===== config.mk =====
export PLATFORM = sky130hd
export DESIGN_NAME = fetch_line_gen
export DESIGN_NICKNAME = d
export VERILOG_FILES = /design/src/rtl/fetch_gen_pkg.sv /design/src/rtl/fetch_clip.sv /design/src/rtl/fetch_credit.sv /design/src/rtl/fetch_stream_ctl.sv /design/src/rtl/fetch_line_gen.sv
export SDC_FILE = /design/constraint.sdc
export NUM_CORES = 1
export LEC_CHECK = 0
export BUFFER_PORTS_ARGS = -buffer_cell sky130_fd_sc_hd__buf_2
export CAP_MARGIN = 20
export CORE_MARGIN = 5
export CORE_UTILIZATION = 35
export DETAILED_ROUTE_END_ITERATION = 8
export GPL_ROUTABILITY_DRIVEN = 0
export GPL_TIMING_DRIVEN = 0
export PLACE_DENSITY = 0.7
export SETUP_SLACK_MARGIN = 0.3
export SYNTH_ARGS = -nofsm -noshare
export SYNTH_HDL_FRONTEND = slang
export SYNTH_SLANG_ARGS = --single-unit

===== constraint.sdc =====
create_clock -name clk -period 3.9 [get_ports clk]
set_input_delay 0.195 -clock clk [delete_from_list [all_inputs] [get_ports clk]]
set_output_delay 0.195 -clock clk [all_outputs]
set_load 0.01 [all_outputs]

===== src/rtl/fetch_gen_pkg.sv =====
package fetch_gen_pkg;

  typedef enum logic [1:0] {
    FS_HALT   = 2'd0,
    FS_WAITPC = 2'd1,
    FS_RUN    = 2'd2
  } fetch_st_e;

  function automatic int unsigned len_bits(input int unsigned max_width);
    return $clog2(max_width + 1);
  endfunction

endpackage


===== src/rtl/fetch_clip.sv =====
// Length of a request starting at addr: up to the next snap boundary,
// capped at the maximum width.
module fetch_clip #(
  parameter int unsigned AW        = 32,
  parameter int unsigned SNAP      = 16,
  parameter int unsigned MAX_WIDTH = 8,
  parameter int unsigned LEN_W     = 4
) (
  input  logic [AW-1:0]    addr,
  output logic [LEN_W-1:0] len
);
  localparam int unsigned OFF_W  = $clog2(SNAP);
  localparam int unsigned ROOM_W = OFF_W + 1;
  localparam int unsigned CMP_W  = (ROOM_W > LEN_W) ? ROOM_W : LEN_W;

  logic [OFF_W-1:0] offset;
  logic [CMP_W-1:0] room;
  logic [CMP_W-1:0] cap;

  assign offset = addr[OFF_W-1:0];
  assign room   = CMP_W'(SNAP) - CMP_W'(offset);
  assign cap    = CMP_W'(MAX_WIDTH);

  generate
    if (MAX_WIDTH >= SNAP) begin : g_snap_bound
      // the snap boundary always limits first
      assign len = LEN_W'(room);
    end else begin : g_width_bound
      assign len = (room < cap) ? LEN_W'(room) : LEN_W'(cap);
    end
  endgenerate

endmodule


===== src/rtl/fetch_credit.sv =====
// Outstanding-line counter: one up per accepted request, one down per completion.
module fetch_credit #(
  parameter int unsigned FETCH_LIMIT = 4,
  parameter int unsigned CNT_W       = 3
) (
  input  logic clk,
  input  logic rst_n,
  input  logic take,
  input  logic give,
  output logic has_room,
  output logic empty
);
  logic [CNT_W-1:0] cnt_q, cnt_d;
  logic             give_eff;
  logic             cnt_en;

  assign give_eff = give && (cnt_q != '0);
  assign cnt_en   = take ^ give_eff;

  always_comb begin
    cnt_d = cnt_q;
    if (take && !give_eff)      cnt_d = cnt_q + CNT_W'(1);
    else if (!take && give_eff) cnt_d = cnt_q - CNT_W'(1);
  end

  always_ff @(posedge clk or negedge rst_n) begin
    if (!rst_n)      cnt_q <= '0;
    else if (cnt_en) cnt_q <= cnt_d;
  end

  assign has_room = (cnt_q < CNT_W'(FETCH_LIMIT));
  assign empty    = (cnt_q == '0);

endmodule


===== src/rtl/fetch_stream_ctl.sv =====
// Fetch state, fetch address, tags and line number.
module fetch_stream_ctl
  import fetch_gen_pkg::*;
#(
  parameter int unsigned AW       = 32,
  parameter int unsigned STREAM_W = 4,
  parameter int unsigned PRED_W   = 4,
  parameter int unsigned SEQ_W    = 8,
  parameter int unsigned LEN_W    = 4
) (
  input  logic                clk,
  input  logic                rst_n,
  input  logic                wake_valid,
  input  logic [AW-1:0]       wake_pc,
  input  logic                exe_valid,
  input  logic                exe_halt,
  input  logic [AW-1:0]       exe_target,
  input  logic [STREAM_W-1:0] exe_stream,
  input  logic [PRED_W-1:0]   exe_pred,
  input  logic                prd_valid,
  input  logic [AW-1:0]       prd_target,
  input  logic [PRED_W-1:0]   prd_pred,
  input  logic                fire,
  input  logic [LEN_W-1:0]    len,
  output fetch_st_e           state,
  output logic [AW-1:0]       addr,
  output logic [STREAM_W-1:0] stream_tag,
  output logic [PRED_W-1:0]   pred_tag,
  output logic [SEQ_W-1:0]    line_seq
);
  fetch_st_e           st_q, st_d;
  logic [AW-1:0]       addr_q, addr_d;
  logic [STREAM_W-1:0] str_q, str_d;
  logic [PRED_W-1:0]   prd_q, prd_d;
  logic [SEQ_W-1:0]    seq_q, seq_d;

  logic prd_take, wake_take;
  logic st_en, addr_en, str_en, prd_en, seq_en;

  // execute outranks the predictor; a wakeup only acts when not running
  assign prd_take  = prd_valid && !exe_valid && (st_q == FS_RUN);
  assign wake_take = wake_valid && !exe_valid && (st_q != FS_RUN);

  assign st_en   = exe_valid || wake_take;
  assign addr_en = exe_valid || prd_take || wake_take || fire;
  assign str_en  = exe_valid;
  assign prd_en  = exe_valid || prd_take;
  assign seq_en  = fire;

  always_comb begin
    st_d   = st_q;
    addr_d = addr_q;
    str_d  = str_q;
    prd_d  = prd_q;
    seq_d  = seq_q + SEQ_W'(1);
    if (exe_valid) begin
      st_d   = exe_halt ? FS_HALT : FS_RUN;
      addr_d = exe_target;
      str_d  = exe_stream;
      prd_d  = exe_pred;
    end else if (prd_take) begin
      addr_d = prd_target;
      prd_d  = prd_pred;
    end else if (wake_take) begin
      st_d   = FS_RUN;
      addr_d = wake_pc;
    end else if (fire) begin
      addr_d = addr_q + AW'(len);
    end
  end

  always_ff @(posedge clk or negedge rst_n) begin
    if (!rst_n) begin
      st_q   <= FS_WAITPC;
      addr_q <= '0;
      str_q  <= '0;
      prd_q  <= '0;
      seq_q  <= '0;
    end else begin
      if (st_en)   st_q   <= st_d;
      if (addr_en) addr_q <= addr_d;
      if (str_en)  str_q  <= str_d;
      if (prd_en)  prd_q  <= prd_d;
      if (seq_en)  seq_q  <= seq_d;
    end
  end

  assign state      = st_q;
  assign addr       = addr_q;
  assign stream_tag = str_q;
  assign pred_tag   = prd_q;
  assign line_seq   = seq_q;

endmodule


===== src/rtl/fetch_line_gen.sv =====
module fetch_line_gen
  import fetch_gen_pkg::*;
#(
  parameter int unsigned AW          = 32,
  parameter int unsigned SNAP        = 16,
  parameter int unsigned MAX_WIDTH   = 8,
  parameter int unsigned FETCH_LIMIT = 4,
  parameter int unsigned STREAM_W    = 4,
  parameter int unsigned PRED_W      = 4,
  parameter int unsigned SEQ_W       = 8,
  parameter int unsigned LEN_W       = len_bits(MAX_WIDTH)
) (
  input  logic                clk,
  input  logic                rst_n,
  input  logic                wake_valid,
  input  logic [AW-1:0]       wake_pc,
  input  logic                exe_valid,
  input  logic                exe_halt,
  input  logic [AW-1:0]       exe_target,
  input  logic [STREAM_W-1:0] exe_stream,
  input  logic [PRED_W-1:0]   exe_pred,
  input  logic                prd_valid,
  input  logic [AW-1:0]       prd_target,
  input  logic [PRED_W-1:0]   prd_pred,
  output logic                req_valid,
  input  logic                req_ready,
  output logic [AW-1:0]       req_addr,
  output logic [LEN_W-1:0]    req_len,
  output logic [STREAM_W-1:0] req_stream,
  output logic [PRED_W-1:0]   req_pred,
  output logic [SEQ_W-1:0]    req_lineseq,
  input  logic                line_done,
  output logic [1:0]          fetch_state,
  output logic                drained
);
  localparam int unsigned CNT_W = $clog2(FETCH_LIMIT + 1);

  fetch_st_e state;
  logic      has_room, none_out, fire;

  assign req_valid = (state == FS_RUN) && has_room;
  assign fire      = req_valid && req_ready;

  fetch_clip #(
    .AW(AW), .SNAP(SNAP), .MAX_WIDTH(MAX_WIDTH), .LEN_W(LEN_W)
  ) clip_i (
    .addr (req_addr),
    .len  (req_len)
  );

  fetch_credit #(
    .FETCH_LIMIT(FETCH_LIMIT), .CNT_W(CNT_W)
  ) credit_i (
    .clk      (clk),
    .rst_n    (rst_n),
    .take     (fire),
    .give     (line_done),
    .has_room (has_room),
    .empty    (none_out)
  );

  fetch_stream_ctl #(
    .AW(AW), .STREAM_W(STREAM_W), .PRED_W(PRED_W), .SEQ_W(SEQ_W), .LEN_W(LEN_W)
  ) ctl_i (
    .clk        (clk),
    .rst_n      (rst_n),
    .wake_valid (wake_valid),
    .wake_pc    (wake_pc),
    .exe_valid  (exe_valid),
    .exe_halt   (exe_halt),
    .exe_target (exe_target),
    .exe_stream (exe_stream),
    .exe_pred   (exe_pred),
    .prd_valid  (prd_valid),
    .prd_target (prd_target),
    .prd_pred   (prd_pred),
    .fire       (fire),
    .len        (req_len),
    .state      (state),
    .addr       (req_addr),
    .stream_tag (req_stream),
    .pred_tag   (req_pred),
    .line_seq   (req_lineseq)
  );

  assign fetch_state = state;
  assign drained     = (state == FS_HALT) && none_out;

endmodule


## Word-level counts from Yosys, hierarchy flattened

Cells that the tools add are included.

- Bits in registers: 53
- Latch bits: 0
- Bits in writable memories: 0
- Memory bits (read-only): 0
- Input bits: 116
- Memories kept: 0

- Add/sub/neg operators: 5
- Multiply operators: 0
- Divide/modulo/power cells: 0
- Order comparisons: 2
- Equality and inequality tests: 3
- Shifts and indexed selects: 0
- Muxes and demuxes: 13
- Bitwise operators: 1
- Reductions and logical operators: 28

Operator list:

| kind | count |
|---|---|
| $mux W32 | 4 |
| $add A32 B4 Y32 | 1 |
| $mux W4 | 3 |
| $logic_and A1 B1 Y1 | 10 |
| $add A8 B1 Y8 const B | 1 |
| $mux W2 | 4 |
| $mux W3 | 2 |
| $reduce_and A2 Y1 | 3 |
| $reduce_bool A2 Y1 | 3 |
| $lt A5 B4 Y1 const B | 1 |
| $sub A5 B4 Y5 const A | 1 |
| $logic_or A1 B1 Y1 | 4 |
| $ne A2 B2 Y1 const B | 2 |
| $reduce_bool A4 Y1 | 1 |
| $add A3 B1 Y3 const B | 1 |
| $logic_not A1 Y1 | 3 |
| $logic_not A3 Y1 | 1 |
| $lt A3 B3 Y1 const B | 1 |
| $reduce_and A3 Y1 | 1 |
| $reduce_bool A3 Y1 | 1 |
| $sub A3 B1 Y3 const B | 1 |
| $eq A2 B2 Y1 const B | 1 |
| $logic_not A2 Y1 | 1 |
| $xor A1 B1 Y1 | 1 |

## Depth between registers and ports, before layout

Gate-level depths: netlist of the first run.

- Depth after elaboration: 8
- Depth in mapped cells: 13

## By module

Synthesis of the first run repeated with hierarchy kept, for this count alone.

- Cell total of the unflattened synthesis: 491
- Area total of the unflattened synthesis: 4131.5 um2

By module, submodules not included:

| module | times used | cells an instance | area each (um2) | sequential area each (um2) |
|---|---|---|---|---|
| fetch_stream_ctl | 1 | 462 | 3854.9 | 1252.5 |
| fetch_credit | 1 | 14 | 167.7 | 75.1 |
| fetch_clip | 1 | 12 | 81.3 | 0.0 |
| fetch_line_gen | 1 | 3 | 27.5 | 0.0 |

## Worst setup path after synthesis of the first run

OpenSTA, ideal clock, no wires.

- Path type: reg-to-reg
- Start: register ctl_i.addr_q[0] (netlist: ctl_i.addr[0])
- End: register ctl_i.addr_q[27] (netlist: ctl_i.addr[27])
- Setup time: 0.121 ns
- Arrival time: 3.346 ns
- Data required time: 3.779 ns
- Path slack: 0.433 ns
- Cell stages (with the launch flop): 14
- Buffers on the path: 1
- Cells stage by stage: dfrtp_1 > buf_2 > inv_1 > ha_1 > or4_1 > mux2_2 > nor2_1 > ha_1 > a21oi_1 > nor3_2 > o21ai_4 > or4_4 > a31o_1 > a22o_1

- Longest elaborated chain between the ends: 8

RTL lines:

| item | line | source |
|---|---|---|
| from (decl) | fetch_stream_ctl.sv:32 | `logic [AW-1:0] addr_q, addr_d;` |
| from (signal assigned) | fetch_stream_ctl.sv:81 | `if (addr_en) addr_q <= addr_d;` |
| $sub A5 B4 Y5 * | fetch_clip.sv:21 | `assign room = CMP_W'(SNAP) - CMP_W'(offset);` |
| $lt A5 B4 Y1 | fetch_clip.sv:29 | `assign len = (room < cap) ? LEN_W'(room) : LEN_W'(cap);` |
| $mux W4 * | fetch_clip.sv:29 |  |
| net req_len[3] | fetch_line_gen.sv:28 | `output logic [LEN_W-1:0] req_len,` |
| $add A32 B4 Y32 * | fetch_stream_ctl.sv:68 | `addr_d = addr_q + AW'(len);` |
| $mux W32 * | fetch_stream_ctl.sv:67 | `end else if (fire) begin` |
| $mux W32 * | fetch_stream_ctl.sv:64 | `end else if (wake_take) begin` |
| $mux W32 * | fetch_stream_ctl.sv:61 | `end else if (prd_take) begin` |
| $mux W32 * | fetch_stream_ctl.sv:56 | `if (exe_valid) begin` |

The timed path passes the listed nets; every way through them passes the cells marked *. The select of a mux whose other input is x is not followed.
A chain may end at the register's enable or synchronous reset.

## Worst setup path after layout of the first run

- Start: register ctl_i.addr_q[0] (netlist: ctl_i.addr[0])
- End: register ctl_i.addr_q[27] (netlist: ctl_i.addr[27])

- Longest elaborated chain between the ends: 8

RTL lines:

| item | line |
|---|---|
| $sub A5 B4 Y5 | fetch_clip.sv:21 |
| $lt A5 B4 Y1 | fetch_clip.sv:29 |
| $mux W4 | fetch_clip.sv:29 |
| $add A32 B4 Y32 * | fetch_stream_ctl.sv:68 |
| $mux W32 * | fetch_stream_ctl.sv:67 |
| $mux W32 * | fetch_stream_ctl.sv:64 |
| $mux W32 * | fetch_stream_ctl.sv:61 |
| $mux W32 * | fetch_stream_ctl.sv:56 |

Mark *: on every way between the ends. The rest lies on a longest branch, timed or not. The select of a mux whose other input is x is not followed.

==> results of run 1 <==
## power by group
group,switching [mW],internal [mW]
Sequential,0.140,0.657
Combinational,0.494,0.378
Clock,0.201,0.146
Total,0.835,1.18
## final cells by class
| type | count | share of cell area, % |
|---|---|---|
| multi-input combinational | 361 | 46.9 |
| inverter | 9 | 0.676 |
| sequential | 53 | 26.5 |
| tap | 140 | 3.50 |
| clock buffer | 8 | 1.80 |
| timing repair buffer | 171 | 17.5 |
| buffer | 34 | 3.03 |
## per-stage QoR
step,setup WS (ns),cell area (µm²)
finish,0.439,5000
global route,0.339,5000
CTS,0.319,4980
detailed placement,0.330,4880
global placement,0.418,4860
floorplan,0.433,3840
## kinds of logic (layout without fill, tap and decap cells)
family,after synthesis,count (layout)
and+or+nand+nor,167,167
AOI/OAI and AO/OA,161,161
xor gates and xnor gates,14,14
buffers and inverters,43,222
muxes,12,12
adders and majority gates,7,7
DFF,53,53
## how the worst max path moves through the flow
stage	startpoint	endpoint	slack (ns)
6_report	ctl_i.addr[0]$_DFFE_PN0P_	ctl_i.addr[27]$_DFFE_PN0P_	0.44
5_1_grt	ctl_i.addr[0]$_DFFE_PN0P_	ctl_i.addr[27]$_DFFE_PN0P_	0.34
4_1_cts	ctl_i.addr[0]$_DFFE_PN0P_	ctl_i.addr[27]$_DFFE_PN0P_	0.32
3_5_place_dp	ctl_i.addr[0]$_DFFE_PN0P_	ctl_i.addr[27]$_DFFE_PN0P_	0.33
3_3_place_gp	ctl_i.addr[0]$_DFFE_PN0P_	ctl_i.addr[27]$_DFFE_PN0P_	0.42
2_1_floorplan	ctl_i.addr[0]$_DFFE_PN0P_	ctl_i.addr[27]$_DFFE_PN0P_	0.43
## registers in the layout (all words and copies together), names as in the netlist
register and count:
credit_i.cnt_q 3, ctl_i.addr 32, ctl_i.state 2, ctl_i.stream_tag 4, ctl_i.line_seq 8, ctl_i.pred_tag 4
## critical path: cells and delay by family (launching register included)
kind	cells	cell delay, ns
fa+ha+maj	2	0.38
simple gates	4	1.41
flops	1	0.35
mux	1	0.33
compound gates	4	0.64
buf+inv	2	0.24
## layer usage
metal | wire length (µm) | vias up | global-route usage [%] | part of all wire, %
li1 | - | 2097 | - | -
met2 | 7470 | 299 | 38.4 | 47
met1 | 6050 | 2155 | 30.0 | 38
met4 | 670 | 0 | 10.7 | 4.2
met3 | 1750 | 51 | 5.39 | 11
met5 | 0 | - | 0 | 0
## cell usage after synthesis (3+ instances only)
cell type | count | share of area, %
a211oi_1 | 8 | 1.6
o311ai_1 | 4 | 0.91
xnor2_1 | 10 | 2.3
a311oi_1 | 5 | 1.1
nor3b_1 | 3 | 0.59
a21o_1 | 6 | 1.2
a221oi_1 | 7 | 1.6
o221ai_1 | 4 | 0.91
mux2i_1 | 6 | 1.6
nand2b_1 | 5 | 0.82
nor3_1 | 13 | 1.7
clkbuf_1 | 25 | 2.4
and3_1 | 17 | 2.8
xor2_1 | 4 | 0.91
ha_1 | 6 | 2.0
a31oi_1 | 6 | 0.98
o22ai_1 | 11 | 1.8
mux2_2 | 6 | 1.8
and4_1 | 6 | 1.4
o21ai_1 | 4 | 0.52
buf_2 | 5 | 0.65
inv_1 | 9 | 0.88
nand4_1 | 8 | 1.3
dfrtp_1 | 52 | 34
nand3_1 | 14 | 1.8
nor2_1 | 28 | 2.7
o31ai_1 | 10 | 2.0
a22o_1 | 5 | 1.1
o21ai_0 | 34 | 4.4
a21oi_1 | 23 | 3.0
nand2_1 | 56 | 5.5
or3_1 | 3 | 0.49
a221o_1 | 7 | 1.8
## repair_timing
item | CTS | global route
hold buffers | 1 | 0
hold endpoints to repair | 24 | 0
endpoints found under the setup margin | 0 | 5
resized for setup | 0 | 5
buffers inserted | 0 | 0
==> metrics, run 1 <==
Hold EP=ctl_i.state[1]$_DFFE_PN0P_; CP startpoint kind=flip-flop; Avg WL per Cell=20.5 µm; total grt overflow=0; largest incremental delay on the critical path=0.51 ns; Placed Instances=767; post-DP HPWL=12100 µm; reg-to-reg slack, setup=0.44 ns; ys async rst share=100%; Area Overhead vs Synth=30.3%; # IOs=172; main combinational cell family by area after synthesis=compound AO/OA/AOI/OAI gates; synthesized instance count=457; # setup viols final=0; Total GRT Usage=23.6%; Synth Area in Simple Gates=22.3%; CP Class=reg -> reg; power per cell area=403 nW/µm²; Final Util=46.3%; initial antenna violation count=0; Worst slew margin=33.0%; CP max-delay cell=or4_4; Slew Viols, Final=0; total routed wirelength=15900 µm; clock root cell=clkbuf_8; CP endpoint kind=flip-flop; H-tree Lvls=2; cells along the critical path=clkbuf_4, inv_1, ha_1, or4_1, mux2_2, nor2_4, ha_4, a21oi_1, nor3_2, o21ai_4, or4_4, a31o_1, a22o_1; Max clock buf depth=2; Iteration-0 DRC Markers=408; CTS tree=yes; synth warn=0; worst skew pair latency=0.33 ns; first-pass GRT wire length=24100 µm; Routed Antenna Nets=0; Residual DRC=0; number of CTS-inserted buffers=5; post-synthesis mux area share=3.33%; Crit path arrival time=3.69 ns; Leakage Power=2.31 nW; post-synthesis sequential area ratio=34.6%; routed via count=4602; top achievable clock speed=289 MHz; ys flop type=dfrtp_1; Clk pin slew, worst setup/hold paths=0.11 ns; FF-to-FF End=ctl_i.addr[27]$_DFFE_PN0P_; initial core utilization=35.6%; Core Box Area=10800 µm²; CTS sink cnt=53; Multi-input gate area=2350 µm²; R2R cell count=13; compound-gate portion of the synthesized area=29.3%; die span in y=115 µm; period utilization=88.7%; syn nets=580; Yosys reg bits=53; Port Buffers=169; largest net degree at the start of global routing=30; width of the die=115 µm; most common cell after layout, fill and taps aside=buf_2; Hold Vio Cnt, Final=0; total power after layout=2.02 mW; setup_tns=0 ns; drt pass-1 iters=5; fin crit period=3.46 ns; Synth cell types=66; Worst VDD drop=0.000189 V; Die ar.=13200 µm²; Post-Syn Area per Cell=8.40 µm²; Hold Path Stages=2; storage element area=1330 µm²; Post-Synth XOR/XNOR Area=3.20%; Least-Margin Pin Slew=1.00 ns; nets=758; worst hold start=exe_halt; run status=complete, no violations; most frequent cells in the layout=buf_2, nand2_1, dfrtp_1, o21ai_0; Worst Skew=0.0182 ns; adder-cell share of the synthesized area=2.48%; RSZ-0062 raised after global routing=false; synthesized cell area=3840 µm²; number of synthesized flops with an enable pin=0; CP Max Fanout=9; Finished Layout Cells=776; hold_ws=0.0530 ns; via/cell ratio=5.93; fillcell total=1103; MaxCap Viol Count=0; Hold Crit Class=in -> reg; num rows=38; share of post-route cells with drive strength above 1=31.8%; Ant. Diodes=0; Reg2Reg Launch Point=ctl_i.addr[0]$_DFFE_PN0P_; critical path required time=4.13 ns; vias in the first global route=4553
Power figures use the tool's default switching activity.
==> run 2, diff against run 1 <==
==> constraint.sdc (replaced) <==
create_clock -name clk -period 4 [get_ports clk]
set_input_delay 0.2 -clock clk [delete_from_list [all_inputs] [get_ports clk]]
set_output_delay 0.2 -clock clk [all_outputs]
set_load 0.01 [all_outputs]
==> run 2 against run 1 <==
- clock power shrank 2%
- die area is the same
- first-iteration DRC count grew 1.2%
- worst hold slack gained 0.0044 ns
- setup slack gained 0.0047 ns
- total power shrank 3.0%
- final area shrank 0.35%
- wire length grew 0.36%
- via count grew 0.48%
- final cell count is the same
- sequential power shrank 3%
- critical path type unchanged
- largest cell class unchanged
- largest power group unchanged
==> metrics, run 2 (synthesis results as in run 1) <==
CTS tree=yes; Placed Instances=767; CP Class=reg -> reg; drt pass-1 iters=5; nets=758; Slew Viols, Final=0; initial core utilization=35.6%; vias in the first global route=4553; most common cell after layout, fill and taps aside=buf_2; max reg flops=32; # IOs=172; setup_tns=0 ns; Max clock buf depth=2; Iteration-0 DRC Markers=413; critical path required time=4.23 ns; die span in y=115 µm; Leakage Power=2.31 nW; MaxCap Viol Count=0; largest net degree at the start of global routing=30; share of post-route cells with drive strength above 1=31.6%; Avg WL per Cell=20.6 µm; Routed Antenna Nets=0; power per cell area=392 nW/µm²; Hold Vio Cnt, Final=0; Residual DRC=0; Ant. Diodes=0; Area Overhead vs Synth=29.9%; worst skew pair latency=0.33 ns; clock root cell=clkbuf_8; CP Max Fanout=9; routed via count=4624; Finished Layout Cells=776; Port Buffers=169; width of the die=115 µm; Worst slew margin=32.4%; Worst Skew=0.0174 ns; top achievable clock speed=281 MHz; initial antenna violation count=0; Least-Margin Pin Slew=1.01 ns; total routed wirelength=16000 µm; Die ar.=13200 µm²; via/cell ratio=5.96; post-DP HPWL=12100 µm; Core Box Area=10800 µm²; Total GRT Usage=23.6%; period utilization=88.9%; first-pass GRT wire length=24100 µm; fin crit period=3.56 ns; CTS sink cnt=53; run status=complete, no violations; most frequent cells in the layout=buf_2, nand2_1, dfrtp_1, o21ai_0, nor2_1; Crit path arrival time=3.79 ns; # setup viols final=0; H-tree Lvls=2; fillcell total=1106; Worst VDD drop=0.000185 V; RSZ-0062 raised after global routing=false; number of CTS-inserted buffers=5; num rows=38; total grt overflow=0; Clk pin slew, worst setup/hold paths=0.11 ns; CP endpoint kind=flip-flop; Hold Crit Class=in -> reg; postcts setup bufs=0; CP startpoint kind=flip-flop
[run 2: critical path: stages, from the launching register on]
cell	delay, ns
dfrtp_1	0.35
clkbuf_4	0.19
inv_1	0.05
ha_1	0.23
or4_1	0.45
mux2_2	0.32
nor2_1	0.17
ha_2	0.25
a211oi_1	0.08
nor3_2	0.32
o21ai_4	0.14
or4_4	0.51
a31o_1	0.23
a22o_1	0.17
[run 2: per-layer routing]
layer	vias up	global-route usage, %	wire [µm]
met4	0	10.7	641
li1	2096	-	-
met2	305	38.4	7460
met3	54	5.39	1800
met1	2169	30.0	6100
met5	-	0	0
[run 2: what timing repair did]
action,4_1_cts,5_1_grt
gates resized for setup,0,2
endpoints found under the setup margin,0,1
endpoints found under the hold margin,24,0
hold buffers,1,0
[run 2: power breakdown]
group | internal, mW | switching (mW)
Sequential | 0.640 | 0.137
Clock | 0.142 | 0.198
Combinational | 0.361 | 0.476
[run 2: through the flow]
stage / power [mW] / utilization, % / instance area, µm² / hold slack, ns / setup slack (ns)
finish: 1.95 / 46.2 / 4980 / 0.0575 / 0.444
global route: 2.08 / 46.2 / 4980 / 0.0588 / 0.321
floorplan: 1.26 / - / 3840 / -0.0956 / 0.533
detailed placement: 1.61 / 45.2 / 4880 / 0.255 / 0.430
global placement: 1.58 / 45.0 / 4860 / 0.388 / 0.518
CTS: 1.96 / 46.1 / 4980 / 0.0411 / 0.419
[run 2: cell type report]
cell class | instances | area (µm²) | area share (%)
Multi-Input combinational cell | 361 | 2330 | 46.7
Sequential cell | 53 | 1330 | 26.6
Timing Repair Buffer | 171 | 876 | 17.6
Tap cell | 140 | 175 | 3.51
Buffer | 34 | 151 | 3.04
Clock buffer | 8 | 90.1 | 1.81
Inverter | 9 | 33.8 | 0.678
[run 2: final timing paths]
kind,from,end,slack [ns],cells past startpoint
max in group asynchronous,rst_n,ctl_i.state[0]$_DFFE_PN1P_,2.90,3
worst min-delay path,exe_halt,ctl_i.state[1]$_DFFE_PN0P_,0.06,2
min in group asynchronous,rst_n,ctl_i.line_seq[5]$_DFFE_PN0P_,0.43,2
worst max-delay path,ctl_i.addr[0]$_DFFE_PN0P_,ctl_i.addr[27]$_DFFE_PN0P_,0.44,13
worst max register to register,ctl_i.addr[0]$_DFFE_PN0P_,ctl_i.addr[27]$_DFFE_PN0P_,0.44,13
worst min register to register,ctl_i.line_seq[7]$_DFFE_PN0P_,ctl_i.line_seq[7]$_DFFE_PN0P_,0.48,1
==> run 3, diff against run 2 <==
--- a/config.mk
+++ b/config.mk
@@ -10,10 +10,10 @@
 export CORE_MARGIN = 5
 export CORE_UTILIZATION = 35
 export DETAILED_ROUTE_END_ITERATION = 8
-export GPL_ROUTABILITY_DRIVEN = 0
 export GPL_TIMING_DRIVEN = 0
-export PLACE_DENSITY = 0.7
+export PLACE_DENSITY = 0.69
 export SETUP_SLACK_MARGIN = 0.3
 export SYNTH_ARGS = -nofsm -noshare
 export SYNTH_HDL_FRONTEND = slang
+export SYNTH_HIERARCHICAL = 1
 export SYNTH_SLANG_ARGS = --single-unit
==> run 3 against run 2 <==
- sequential share of layout area fell by 1.8 points
- register-to-register slack improved by 0.48 ns
- clock power rose by 34%
- total power rose by 21%
- fmax grew 15%
- sequential power rose by 6.4%
- clock-buffer cell count shrank 1
- global-route usage increased by 0.74 points
- non-clock buffer count grew 3
- via count is 8.1% higher
- critical path type unchanged
- critical endpoint is now ctl_i/addr[21]$_DFFE_PN0P_
==> metrics, run 3 <==
run status=complete, no violations; syn nets=616; synth cell count leaders=nand2_1, dfrtp_1, nor2_1; Hold Crit Class=in -> reg; # IOs=172; top achievable clock speed=325 MHz; M2 GR Usage=38.2%; Pint=1.37 mW; Sw Ratio=41.8%; CP Class=reg -> reg; Yosys reg bits=53; CP max-delay cell=dfrtp_1; Worst slew margin=38.9%; # setup viols final=0; MaxCap Viol Count=0; number of CTS-inserted buffers=5; nets=794; power per cell area=442 nW/µm²; Iteration-0 DRC Markers=567; Area Overhead vs Synth=29.2%; fin crit period=3.08 ns; cells along the critical path=inv_1, ha_1, nor2_1, mux2i_1, nor2b_1, ha_1, a21oi_1, o211ai_2, and2_1, buf_2, and3_1, o32a_1; clock power share=19.3%; global placement routability congestion=0.925; vias in the first global route=5085; Worst Skew=0.00632 ns; met1 Use GR=31.1%; CP startpoint kind=flip-flop; Gate power share=45.7%; Clk pin slew, worst setup/hold paths=0.07 ns; Core Box Area=11500 µm²; drt pass-1 iters=6; Hold Path Stages=2; Slew Viols, Final=0; ys async rst share=100%; share of post-route cells with drive strength above 1=34.2%; Crit path arrival time=3.25 ns; post-DP HPWL=13500 µm; post-synthesis sequential area ratio=32.1%; Hold Vio Cnt, Final=0; R2R cell count=12; via/cell ratio=6.15; routed via count=5000; cell mode on critical path=ha_1; CTS sink cnt=53; Port Buffers=169; die span in y=119 µm; Reg2Reg Launch Point=ctl_i/addr[1]$_DFFE_PN0P_; clock root cell=clkbuf_16; P_sw=985 µW; Ant. Diodes=0; CP endpoint kind=flip-flop; synth warn=6; share of the synthesized area in the top cell type=31.5%; Routed Antenna Nets=0; RSZ-0062 raised after global routing=false; hold_ws=0.0871 ns; largest net degree at the start of global routing=37; max reg flops=32; CTS tree=yes; setup_tns=0 ns; initial core utilization=35.9%; CP Max Fanout=10; area leader, netlist=dfrtp_1; largest incremental delay on the critical path=0.48 ns; Post-Syn Area per Cell=8.41 µm²; Leakage Power=2.52 nW; Residual DRC=0; worst skew pair latency=0.29 ns; first-pass GRT wire length=27200 µm; initial antenna violation count=0; number of synthesized flops with an enable pin=0; worst hold start=exe_halt; Hold EP=ctl_i/state[1]$_DFFE_PN0P_; Flop pwr share=35.1%; Final WS setup=0.920 ns; reg-to-reg slack, setup=0.92 ns; Max clock buf depth=2; busiest grt layer=met2; Avg WL per Cell=21.9 µm; Total GRT Usage=24.4%; total grt overflow=0; count leader, synth=nand2_1; pre-CTS setup slack=0.965 ns; ys flop type=dfrtp_1; most common cell after layout, fill and taps aside=buf_2; Synth cell types=81; most frequent cells in the layout=buf_2, nand2_1, dfrtp_1, nor2_1, o21ai_0; FF-to-FF End=ctl_i/addr[21]$_DFFE_PN0P_; Worst VDD drop=0.000206 V; period utilization=77.0%; largest cells by area after synthesis=dfrtp_1, nand2_1, o21ai_0, a21oi_1, buf_2; H-tree Lvls=2; met3 GRT Util=6.49%; num rows=39; width of the die=119 µm; Least-Margin Pin Slew=0.909 ns; synthesized instance count=491; total routed wirelength=17800 µm; synthesized cell area=4130 µm²; Die ar.=14100 µm²; critical path required time=4.17 ns
[run 3: cell types whose count changed in the layout (fill, tap and decap cells not counted), sizes merged, moves of 7 or more]
cell | before | now
a2bb2oi | 0 | 12
buf | 178 | 199
o211ai | 2 | 9
nand4 | 8 | 20
clkbuf | 34 | 15
a31oi | 6 | 15
o31ai | 10 | 2
[run 3: final cells by class]
type	count	area, µm²
well taps	143	179
clock buffers	7	143
repair buffers	171	876
flip-flops and latches	53	1330
multi-input cells	391	2580
plain buffers	37	184
fillers	1137	6180
clock inverters	1	7.51
inverters	10	37.5
[run 3: worst max path at each step]
stage	cells after the start	to	from	slack [ns]
4_1_cts	12	ctl_i/addr[21]$_DFFE_PN0P_	ctl_i/addr[1]$_DFFE_PN0P_	0.94
6_report	12	ctl_i/addr[21]$_DFFE_PN0P_	ctl_i/addr[1]$_DFFE_PN0P_	0.92
3_5_place_dp	12	ctl_i/addr[21]$_DFFE_PN0P_	ctl_i/addr[1]$_DFFE_PN0P_	0.96
3_3_place_gp	12	ctl_i/addr[21]$_DFFE_PN0P_	ctl_i/addr[1]$_DFFE_PN0P_	1.05
2_1_floorplan	11	ctl_i/addr[18]$_DFFE_PN0P_	ctl_i/addr[1]$_DFFE_PN0P_	1.10
5_1_grt	12	ctl_i/addr[21]$_DFFE_PN0P_	ctl_i/addr[1]$_DFFE_PN0P_	0.70
[run 3: cells by family after synthesis]
logic type / synth area share (%)
compound gates: 29.4
buf+inv: 5.36
simple gates: 23.5
flops: 32.1
mux: 3.33
fa+ha+maj: 3.09
xor+xnor: 3.18
[run 3: power groups by stage]
stage	sequential, mW	clock, mW	combinational, mW
after detailed placement	0.832	0	1.06
after floorplan	0.851	0	0.632
after CTS	0.822	0.466	1.07
final	0.827	0.454	1.08
after global placement	0.821	0	1.04
after global routing	0.850	0.485	1.18
[run 3: repair_timing]
action / in CTS / in global routing
hold buffers: 1 / 0
endpoints found under the setup margin: 0 / 0
resized for setup: 0 / 0
hold endpoints to repair: 17 / 0
buffers inserted: 0 / 0
[run 3: routing by layer]
| layer | share of wire, % | wire length (µm) |
|---|---|---|
| met1 | 39 | 6860 |
| met2 | 46 | 8220 |
| met3 | 11 | 2040 |
| met4 | 3.9 | 691 |
| met5 | 0 | 0 |
[run 3: worst max-delay path: cells and delay by family (launching register included)]
family	cells	cell delay, ns
flip-flops	1	0.48
AND/OR/NAND/NOR	4	0.81
buffers and inverters	2	0.26
multiplexers	1	0.13
AO/OA/AOI/OAI	3	0.77
adder cells (fa/ha/maj)	2	0.50
[run 3: metrics by stage]
stage	area, µm²	std cells	util (%)	total power, mW
CTS	5340	813	46.3	2.36
global route	5340	813	46.3	2.51
detailed placement	5180	804	44.9	1.90
finish	5340	813	46.3	2.36
global placement	5160	803	44.8	1.86
floorplan	4130	491	-	1.48
